## src/rtl/tmr8_pkg.sv

```systemverilog
package tmr8_pkg;
  typedef enum logic {SRC_INT = 1'b0, SRC_EXT = 1'b1} src_e;
  typedef enum logic {EDGE_RISE = 1'b0, EDGE_FALL = 1'b1} edge_e;
endpackage

```

## src/rtl/tmr_pin_sync.sv

```systemverilog
module tmr_pin_sync #(
  parameter int STAGES = 2
) (
  input  logic clk,
  input  logic rst_n,
  input  logic pin,
  input  logic edge_sel,
  output logic evt
);
  import tmr8_pkg::*;

  logic [STAGES-1:0] sync_q, sync_d;
  logic              hist_q, hist_d;
  logic              lvl;

  assign lvl = sync_q[STAGES-1];

  always_comb begin
    sync_d = {sync_q[STAGES-2:0], pin};
    hist_d = lvl;
  end

  always_ff @(posedge clk or negedge rst_n) begin
    if (!rst_n) begin
      sync_q <= '0;
      hist_q <= 1'b0;
    end else begin
      sync_q <= sync_d;
      hist_q <= hist_d;
    end
  end

  // Edge is judged only from sampled history, so a select change alone never fires
  always_comb begin
    if (edge_e'(edge_sel) == EDGE_FALL) evt = hist_q & ~lvl;
    else                                evt = ~hist_q & lvl;
  end
endmodule

```

## src/rtl/tmr_prescale.sv

```systemverilog
module tmr_prescale #(
  parameter int TAPS  = 8,
  localparam int SEL_W = $clog2(TAPS)
) (
  input  logic             clk,
  input  logic             rst_n,
  input  logic             evt_in,
  input  logic             clr,
  input  logic             pre_en,
  input  logic [SEL_W-1:0] sel,
  output logic             evt_out
);
  logic [TAPS-1:0] div_q, div_d;
  logic [TAPS-1:0] tap;
  logic            div_ce;

  for (genvar i = 0; i < TAPS; i++) begin : g_tap
    assign tap[i] = &div_q[i:0];
  end

  always_comb begin
    div_ce = clr | evt_in;
    div_d  = clr ? '0 : div_q + 1'b1;
  end

  always_ff @(posedge clk or negedge rst_n) begin
    if (!rst_n)      div_q <= '0;
    else if (div_ce) div_q <= div_d;
  end

  assign evt_out = pre_en ? (evt_in & tap[sel] & ~clr) : evt_in;
endmodule

```

## src/rtl/tmr_count.sv

```systemverilog
module tmr_count #(
  parameter int W = 8
) (
  input  logic         clk,
  input  logic         rst_n,
  input  logic         inc,
  input  logic         load,
  input  logic [W-1:0] load_val,
  input  logic         flag_clr,
  output logic [W-1:0] cnt_q,
  output logic         flag_q
);
  logic [W-1:0] cnt_d;
  logic         cnt_ce, flag_d, wrap;

  always_comb begin
    wrap   = inc & ~load & (&cnt_q);
    cnt_ce = load | inc;
    cnt_d  = load ? load_val : cnt_q + 1'b1;
    if (wrap)          flag_d = 1'b1;
    else if (flag_clr) flag_d = 1'b0;
    else               flag_d = flag_q;
  end

  always_ff @(posedge clk or negedge rst_n) begin
    if (!rst_n) begin
      cnt_q  <= '0;
      flag_q <= 1'b0;
    end else begin
      if (cnt_ce) cnt_q <= cnt_d;
      flag_q <= flag_d;
    end
  end
endmodule

```

## src/rtl/tmr8_prescaled.sv

```systemverilog
module tmr8_prescaled #(
  parameter int CNT_W       = 8,
  parameter int PRE_TAPS    = 8,
  parameter int SYNC_STAGES = 2,
  localparam int SEL_W      = $clog2(PRE_TAPS)
) (
  input  logic             clk,
  input  logic             rst_n,
  input  logic             tick_int,
  input  logic             ext_pin,
  input  logic             cfg_src,
  input  logic             cfg_edge,
  input  logic             cfg_pre_en,
  input  logic [SEL_W-1:0] cfg_pre_sel,
  input  logic             cfg_irq_en,
  input  logic             bus_wr,
  input  logic [CNT_W-1:0] bus_wdata,
  input  logic             flag_clr,
  output logic [CNT_W-1:0] cnt_q,
  output logic             ovf_flag,
  output logic             irq
);
  import tmr8_pkg::*;

  logic ext_evt, src_evt, cnt_inc;

  tmr_pin_sync #(.STAGES(SYNC_STAGES)) u_sync (
    .clk(clk), .rst_n(rst_n), .pin(ext_pin), .edge_sel(cfg_edge), .evt(ext_evt)
  );

  assign src_evt = (src_e'(cfg_src) == SRC_EXT) ? ext_evt : tick_int;

  tmr_prescale #(.TAPS(PRE_TAPS)) u_pre (
    .clk(clk), .rst_n(rst_n), .evt_in(src_evt), .clr(bus_wr),
    .pre_en(cfg_pre_en), .sel(cfg_pre_sel), .evt_out(cnt_inc)
  );

  tmr_count #(.W(CNT_W)) u_cnt (
    .clk(clk), .rst_n(rst_n), .inc(cnt_inc), .load(bus_wr),
    .load_val(bus_wdata), .flag_clr(flag_clr), .cnt_q(cnt_q), .flag_q(ovf_flag)
  );

  assign irq = ovf_flag & cfg_irq_en;
endmodule

```

## config.mk

```make
export PLATFORM = sky130hd
export DESIGN_NAME = tmr8_prescaled
export DESIGN_NICKNAME = d
export VERILOG_FILES = /design/src/rtl/tmr8_pkg.sv /design/src/rtl/tmr_pin_sync.sv /design/src/rtl/tmr_prescale.sv /design/src/rtl/tmr_count.sv /design/src/rtl/tmr8_prescaled.sv
export SDC_FILE = /design/constraint.sdc
export NUM_CORES = 1
export LEC_CHECK = 0
export BUFFER_PORTS_ARGS = -buffer_cell sky130_fd_sc_hd__buf_4
export CAP_MARGIN = 20
export CORE_UTILIZATION = 55
export CTS_CLUSTER_SIZE = 40
export DETAILED_ROUTE_END_ITERATION = 10
export GPL_TIMING_DRIVEN = 0
export PLACE_DENSITY_LB_ADDON = 0.15
export REMOVE_ABC_BUFFERS = 1
export SLEW_MARGIN = 10
export SYNTH_ARGS = -nofsm -noshare
export SYNTH_HDL_FRONTEND = slang
export SYNTH_HIERARCHICAL = 1
export SYNTH_SLANG_ARGS = --single-unit
export TNS_END_PERCENT = 30
```

## constraint.sdc

```tcl
create_clock -name clk -period 4.6 [get_ports clk]
set_input_delay 0.69 -clock clk [delete_from_list [all_inputs] [get_ports clk]]
set_output_delay 0.69 -clock clk [all_outputs]
set_load 0.01 [all_outputs]
```

# After elaboration in Yosys (flattened, before gate mapping)
# Cells that the tools add are included.
# word_totals
inputBits	21
word_cells	38
register_bits	20
out_inout_bits	10
# classes
mux	9
reduce_logical	9
bitwise	12
n_lt_le_gt_ge	1
n_addsub	2
# ops
op	n
adder 8 x 1 -> 8 bit, second input constant	2
2-to-1 mux 8 bit	2
AND reduction 8 bit	2
AND 1 bit	7
AND reduction 7 bit	1
2-to-1 mux 1 bit	6
AND reduction 6 bit	1
AND reduction 5 bit	1
less-than comparator 3 x 4 -> 1 bit, second input constant	1
AND reduction 4 bit	1
binary-select mux 1 bit (select 3 bit)	1
inverter 1 bit	3
AND reduction 3 bit	1
OR 1 bit	2
AND reduction 2 bit	1
nonzero test 2 bit	1

# Longest topological paths before layout
# depth
depth_word	10
ltp_mapped	11
mapped_depth_nobuf	10

# By module
# The synthesis kept the hierarchy.
# modules_own_cells
mod	area_each_um2	seq_area_each_um2	cells_per_inst	instances
tmr_prescale	504.2	200.2	52	1
tmr_count	500.5	225.2	53	1
tmr_pin_sync	97.6	75.1	6	1
tmr8_prescaled	21.3	0.0	2	1

# Least setup slack after synthesis
# OpenSTA, ideal clock, no wires.
# synth_timing
path_kind	input -> register
startpoint	input cfg_edge
endpoint	register u_cnt.cnt_q[7]
t_arrival_ps	2290
path_slack_ps	2241
setup_time_ps	69
path_buffers	2
path_stages	10
required_ps	4531
path_cell_list	nand3b_1 o21ai_2 mux2_4 buf_6 nand4b_1 o32ai_1 buf_4 nand4_4 or4_1 nand3_1
# synth_between
elab_chain_len	6
# synth_lines
item	line_no	rtl
from (decl)	tmr8_prescaled.sv:12	input logic cfg_edge,
2-to-1 mux 1 bit *	tmr_pin_sync.sv:35	if (edge_e'(edge_sel) == EDGE_FALL) evt = hist_q & ~lvl;
net ext_evt	tmr8_prescaled.sv:25	logic ext_evt, src_evt, cnt_inc;
2-to-1 mux 1 bit *	tmr8_prescaled.sv:31	assign src_evt = (src_e'(cfg_src) == SRC_EXT) ? ext_evt : tick_int;
net src_evt	tmr8_prescaled.sv:25	
AND 1 bit (2 in a row)	tmr_prescale.sv:31	assign evt_out = pre_en ? (evt_in & tap[sel] & ~clr) : evt_in;
2-to-1 mux 1 bit *	tmr_prescale.sv:31	
net cnt_inc	tmr8_prescaled.sv:25	
OR 1 bit *	tmr_count.sv:18	cnt_ce = load | inc;
to (signal assigned)	tmr_count.sv:30	if (cnt_ce) cnt_q <= cnt_d;
to (decl)	tmr_count.sv:10	output logic [W-1:0] cnt_q,
# The timed path passes the listed nets; every way through them passes the cells marked *.
# A chain may end at the register's enable or synchronous reset.

# Worst setup path after layout
# layout_timing
startpoint	register u_pre.div_q[0]
endpoint	register u_cnt.cnt_q[7]
# layout_between
elab_chain_len	7
elab_cells_between_ends	13
classes_between	mux: 3; bitwise: 3; reduce/logical: 7
# layout_lines
item	line_no	rtl
from (decl)	tmr_prescale.sv:13	logic [TAPS-1:0] div_q, div_d;
from (signal assigned)	tmr_prescale.sv:28	else if (div_ce) div_q <= div_d;
AND reduction 8 bit (tied with other cells)	tmr_prescale.sv:18	assign tap[i] = &div_q[i:0];
binary-select mux 1 bit (select 3 bit) *	tmr_prescale.sv:31	
2-to-1 mux 1 bit (implied by the code) *	tmr_prescale.sv:31	
AND 1 bit * (2 in a row)	tmr_prescale.sv:31	
2-to-1 mux 1 bit *	tmr_prescale.sv:31	
net cnt_inc	tmr8_prescaled.sv:25	
OR 1 bit *	tmr_count.sv:18	
# The timed path passes the listed nets; every way through them passes the cells marked *. The select of a mux whose other input is x is not followed.

==> run_summary.xml <==
<?xml version="1.0" encoding="UTF-8"?>
<metrics>
  <group name="final_layout">
    <metric name="fin_util" unit="%">75.7</metric>
    <metric name="syn_to_final_growth" unit="%">22.7</metric>
    <metric name="post-route-cell-area" unit="mm²">0.00138</metric>
    <metric name="fin_nets" unit="">169</metric>
    <metric name="most-common-layout-cells" unit="">30 x sky130_fd_sc_hd__buf_4, 20 x sky130_fd_sc_hd__dfrtp_1, 15 x sky130_fd_sc_hd__nand2_1, 9 x sky130_fd_sc_hd__nor2_1, 7 x sky130_fd_sc_hd__xor2_1</metric>
    <metric name="number_of_diodes" unit="">0</metric>
    <metric name="layoutNonFillerInstCount" unit="">168</metric>
    <metric name="drive_above_1_share" unit="%">27.3</metric>
    <metric name="layout_commonest_cell" unit="">sky130_fd_sc_hd__buf_4</metric>
  </group>
  <group name="routing">
    <metric name="drt_iter0_drc" unit="">18</metric>
    <metric name="routed_via_density" unit="">5.60</metric>
    <metric name="ant_nets" unit="">0</metric>
    <metric name="via_count" unit="">941</metric>
    <metric name="firstDrtPassIters" unit="">4</metric>
    <metric name="route.detailed.wl_per_inst" unit="µm">12.7</metric>
    <metric name="postRouteWirelength" unit="µm">2130</metric>
    <metric name="post-route-drc-count" unit="">0</metric>
  </group>
  <group name="yosys">
    <metric name="synth_seq_cells" unit="">20</metric>
    <metric name="synth-seq-area-share" unit="%">44.5</metric>
    <metric name="synth-edff-count" unit="">0</metric>
    <metric name="dominantRegCellSynth" unit="">sky130_fd_sc_hd__dfrtp_1</metric>
    <metric name="yosys.area.top_type_share" unit="%">44.5</metric>
    <metric name="synthesis.area_per_instance" unit="µm²">9.94</metric>
    <metric name="synth_area_leader_cell" unit="">sky130_fd_sc_hd__dfrtp_1</metric>
    <metric name="post_synth_inst_count" unit="">113</metric>
    <metric name="synthesis.area" unit="mm²">0.00112</metric>
    <metric name="synth_warnings" unit="">6</metric>
    <metric name="synth.distinct_cells" unit="">34</metric>
    <metric name="yosys-top-cells-area" unit="">sky130_fd_sc_hd__dfrtp_1 45%, sky130_fd_sc_hd__xor2_1 5.5%, sky130_fd_sc_hd__nand2_1 5.0%, sky130_fd_sc_hd__ha_1 4.5%, sky130_fd_sc_hd__mux2i_1 3.6%</metric>
    <metric name="share_of_synthesized_registers_carrying_an_async_set_or_reset" unit="%">100</metric>
  </group>
  <group name="floorplan">
    <metric name="floorplan.die_area" unit="mm²">0.00223</metric>
    <metric name="vertical_extent_of_the_die" unit="µm">47.2</metric>
    <metric name="core" unit="mm²">0.00182</metric>
    <metric name="design.portCount" unit="">31</metric>
    <metric name="row_count" unit="">15</metric>
    <metric name="die_w" unit="µm">47.2</metric>
    <metric name="floorplan.initialDensity" unit="%">61.7</metric>
  </group>
  <group name="global_route">
    <metric name="first_pass_grt_wire_length" unit="µm">3140</metric>
    <metric name="global_route.overflow_total" unit="">0</metric>
    <metric name="via_count_of_the_first_global_routing_pass" unit="">772</metric>
    <metric name="grtUsageTotal" unit="%">20.3</metric>
    <metric name="antenna_violations_before_repair" unit="">0</metric>
    <metric name="grt_start_max_net_pins" unit="">31</metric>
  </group>
  <group name="power">
    <metric name="power.density_cell_area" unit="mW/mm²">269</metric>
    <metric name="p_leak" unit="nW">0.656</metric>
    <metric name="power.total" unit="µW">370</metric>
    <metric name="max-vdd-ir-drop" unit="V">0.000177</metric>
  </group>
  <group name="setup_path">
    <metric name="path_max_fanout" unit="">5</metric>
    <metric name="reg2reg_setup_slack" unit="ns">1.62</metric>
    <metric name="worst-endpoint-required" unit="ns">4.84</metric>
    <metric name="type_of_origin_of_the_critical_path" unit="">register</metric>
    <metric name="category_of_the_worst_setup_path_capture_point" unit="">register</metric>
    <metric name="timing_worst_setup_path_type" unit="">register to register</metric>
    <metric name="crit_arrival" unit="ns">3.22</metric>
  </group>
  <group name="timing">
    <metric name="rsz0062_at_grt" unit="">false</metric>
    <metric name="final-setup-viol-count" unit="">0</metric>
    <metric name="setup_total_negative_slack" unit="ns">0</metric>
    <metric name="timing.final.crit_share" unit="%">64.8</metric>
    <metric name="timing.final.max_slew_violations" unit="">0</metric>
    <metric name="final_hold_viol_count" unit="">0</metric>
    <metric name="worst_clock_skew" unit="ns">0.00721</metric>
    <metric name="timing.fmax" unit="MHz">336</metric>
    <metric name="worstMarginPinSlew" unit="ns">0.653</metric>
    <metric name="period_minus_slack" unit="ns">2.98</metric>
    <metric name="max-slew-margin-rel" unit="%">56.3</metric>
  </group>
  <group name="placed_design">
    <metric name="detailed_place.area" unit="mm²">0.00134</metric>
    <metric name="place.detailed.instances" unit="">163</metric>
    <metric name="globalplace.congestion" unit="">0.778</metric>
    <metric name="dp_hpwl" unit="µm">1570</metric>
    <metric name="port_buffers" unit="">30</metric>
  </group>
  <group name="clock_tree">
    <metric name="clock_tree.buffer_depth" unit="">2</metric>
    <metric name="cts-htree-levels" unit="">1</metric>
    <metric name="postCtsHoldBufs" unit="">0</metric>
    <metric name="cts_setup_buffers" unit="">0</metric>
    <metric name="clock_sinks" unit="">20</metric>
    <metric name="clock_tree.root_cell" unit="">sky130_fd_sc_hd__clkbuf_4</metric>
    <metric name="cts_tree" unit="">built</metric>
    <metric name="post_cts_resize_count" unit="">0</metric>
    <metric name="clock_insertion_delay_worst_skew" unit="ns">0.29</metric>
    <metric name="clk_pin_slew_worst_paths" unit="ns">0.11</metric>
    <metric name="numCtsBuffers" unit="">3</metric>
  </group>
  <group name="worst_hold_path">
    <metric name="hold_path.class" unit="">primary input to async pin</metric>
  </group>
  <group name="status">
    <metric name="outcome" unit="">completed</metric>
  </group>
  <group name="run">
    <metric name="max-cap-violations" unit="">0</metric>
  </group>
</metrics>
[kinds of logic after synthesis]
kind of cell,Yosys count,share of synthesized area [%]
buffers and inverters,7,4.45
multiplexers,5,4.90
AO/OA/AOI/OAI,17,9.91
AND/OR/NAND/NOR,51,24.7
XOR/XNOR,9,7.02
adder cells (fa/ha/maj),4,4.45
flip-flops,20,44.5
[cells in the mapped netlist (2+ instances only)]
cell,instances
sky130_fd_sc_hd__dfrtp_1,20
sky130_fd_sc_hd__nand2_1,15
sky130_fd_sc_hd__nor2_1,9
sky130_fd_sc_hd__xor2_1,7
sky130_fd_sc_hd__o21ai_1,6
sky130_fd_sc_hd__nand3_1,5
sky130_fd_sc_hd__nor2b_1,5
sky130_fd_sc_hd__ha_1,4
sky130_fd_sc_hd__mux2i_1,4
sky130_fd_sc_hd__nand4_1,3
sky130_fd_sc_hd__o21ai_0,3
sky130_fd_sc_hd__or4_1,3
sky130_fd_sc_hd__and3_1,2
sky130_fd_sc_hd__buf_4,2
sky130_fd_sc_hd__buf_6,2
sky130_fd_sc_hd__inv_1,2
sky130_fd_sc_hd__nand2b_1,2
sky130_fd_sc_hd__o2111ai_1,2
sky130_fd_sc_hd__xnor2_1,2
[cell type report]
| type | instances | area, µm² |
|---|---|---|
| Clock buffer | 4 | 36.3 |
| Inverter | 2 | 7.51 |
| Tap cell | 25 | 31.3 |
| Fill cell | 144 | 442 |
| Sequential cell | 20 | 500 |
| Multi-Input combinational cell | 86 | 573 |
| Timing Repair Buffer | 31 | 230 |
[per-stage QoR]
| step | hold slack (ns) | setup WS, ns |
|---|---|---|
| floorplan | 0.331 | 1.87 |
| global placement | 0.332 | 1.51 |
| detailed placement | 0.336 | 1.41 |
| CTS | 0.246 | 1.40 |
| global route | 0.253 | 1.49 |
| finish | 0.251 | 1.62 |
[routing by layer]
layer | track usage [%] | routed length [µm] | share of wire (%) | vias up
met4 | 6.86 | 7 | 0.33 | 0
met2 | 37.5 | 1120 | 52 | 26
met3 | 2.31 | 89 | 4.2 | 2
li1 | - | - | - | 460
met5 | 0 | 0 | 0 | -
met1 | 24.5 | 917 | 43 | 453
[state kept, by name (all words and copies together) (netlist names)]
signal / count
u_sync/hist_q: 1
u_sync/sync_q: 2
u_pre/div_q: 8
u_cnt/flag_q: 1
u_cnt/cnt_q: 8
[where the power goes]
part | leakage [nW] | internal (mW) | switching, mW
logic | 0.378 | 0.0375 | 0.0339
clock network | 0.0210 | 0.0482 | 0.0507
registers | 0.257 | 0.186 | 0.0139
total | 0.656 | 0.272 | 0.0985
[worst max-delay path, cell delays in order, from the launching register on]
cell                       delay (ns)
sky130_fd_sc_hd__dfrtp_1         0.42
sky130_fd_sc_hd__ha_1            0.20
sky130_fd_sc_hd__and3_2          0.22
sky130_fd_sc_hd__ha_1            0.15
sky130_fd_sc_hd__nor4b_1         0.05
sky130_fd_sc_hd__a31oi_1         0.17
sky130_fd_sc_hd__nand4b_1        0.12
sky130_fd_sc_hd__o32ai_1         0.61
sky130_fd_sc_hd__clkbuf_2        0.28
sky130_fd_sc_hd__nand4_4         0.14
sky130_fd_sc_hd__or4_1           0.48
sky130_fd_sc_hd__nand3_1         0.10
[worst paths after layout]
path                                  start          endpoint  cells after the start
setup / recovery             u_pre/div_q[0]    u_cnt/cnt_q[7]                     11
hold / removal                        rst_n    u_cnt/cnt_q[2]                      1
setup reg to reg             u_pre/div_q[0]    u_cnt/cnt_q[7]                     11
hold reg to reg            u_sync/sync_q[0]  u_sync/sync_q[1]                      0
max in group asynchronous             rst_n    u_pre/div_q[3]                      1
min in group clk           u_sync/sync_q[0]  u_sync/sync_q[1]                      0
Power figures use the tool's default switching activity.
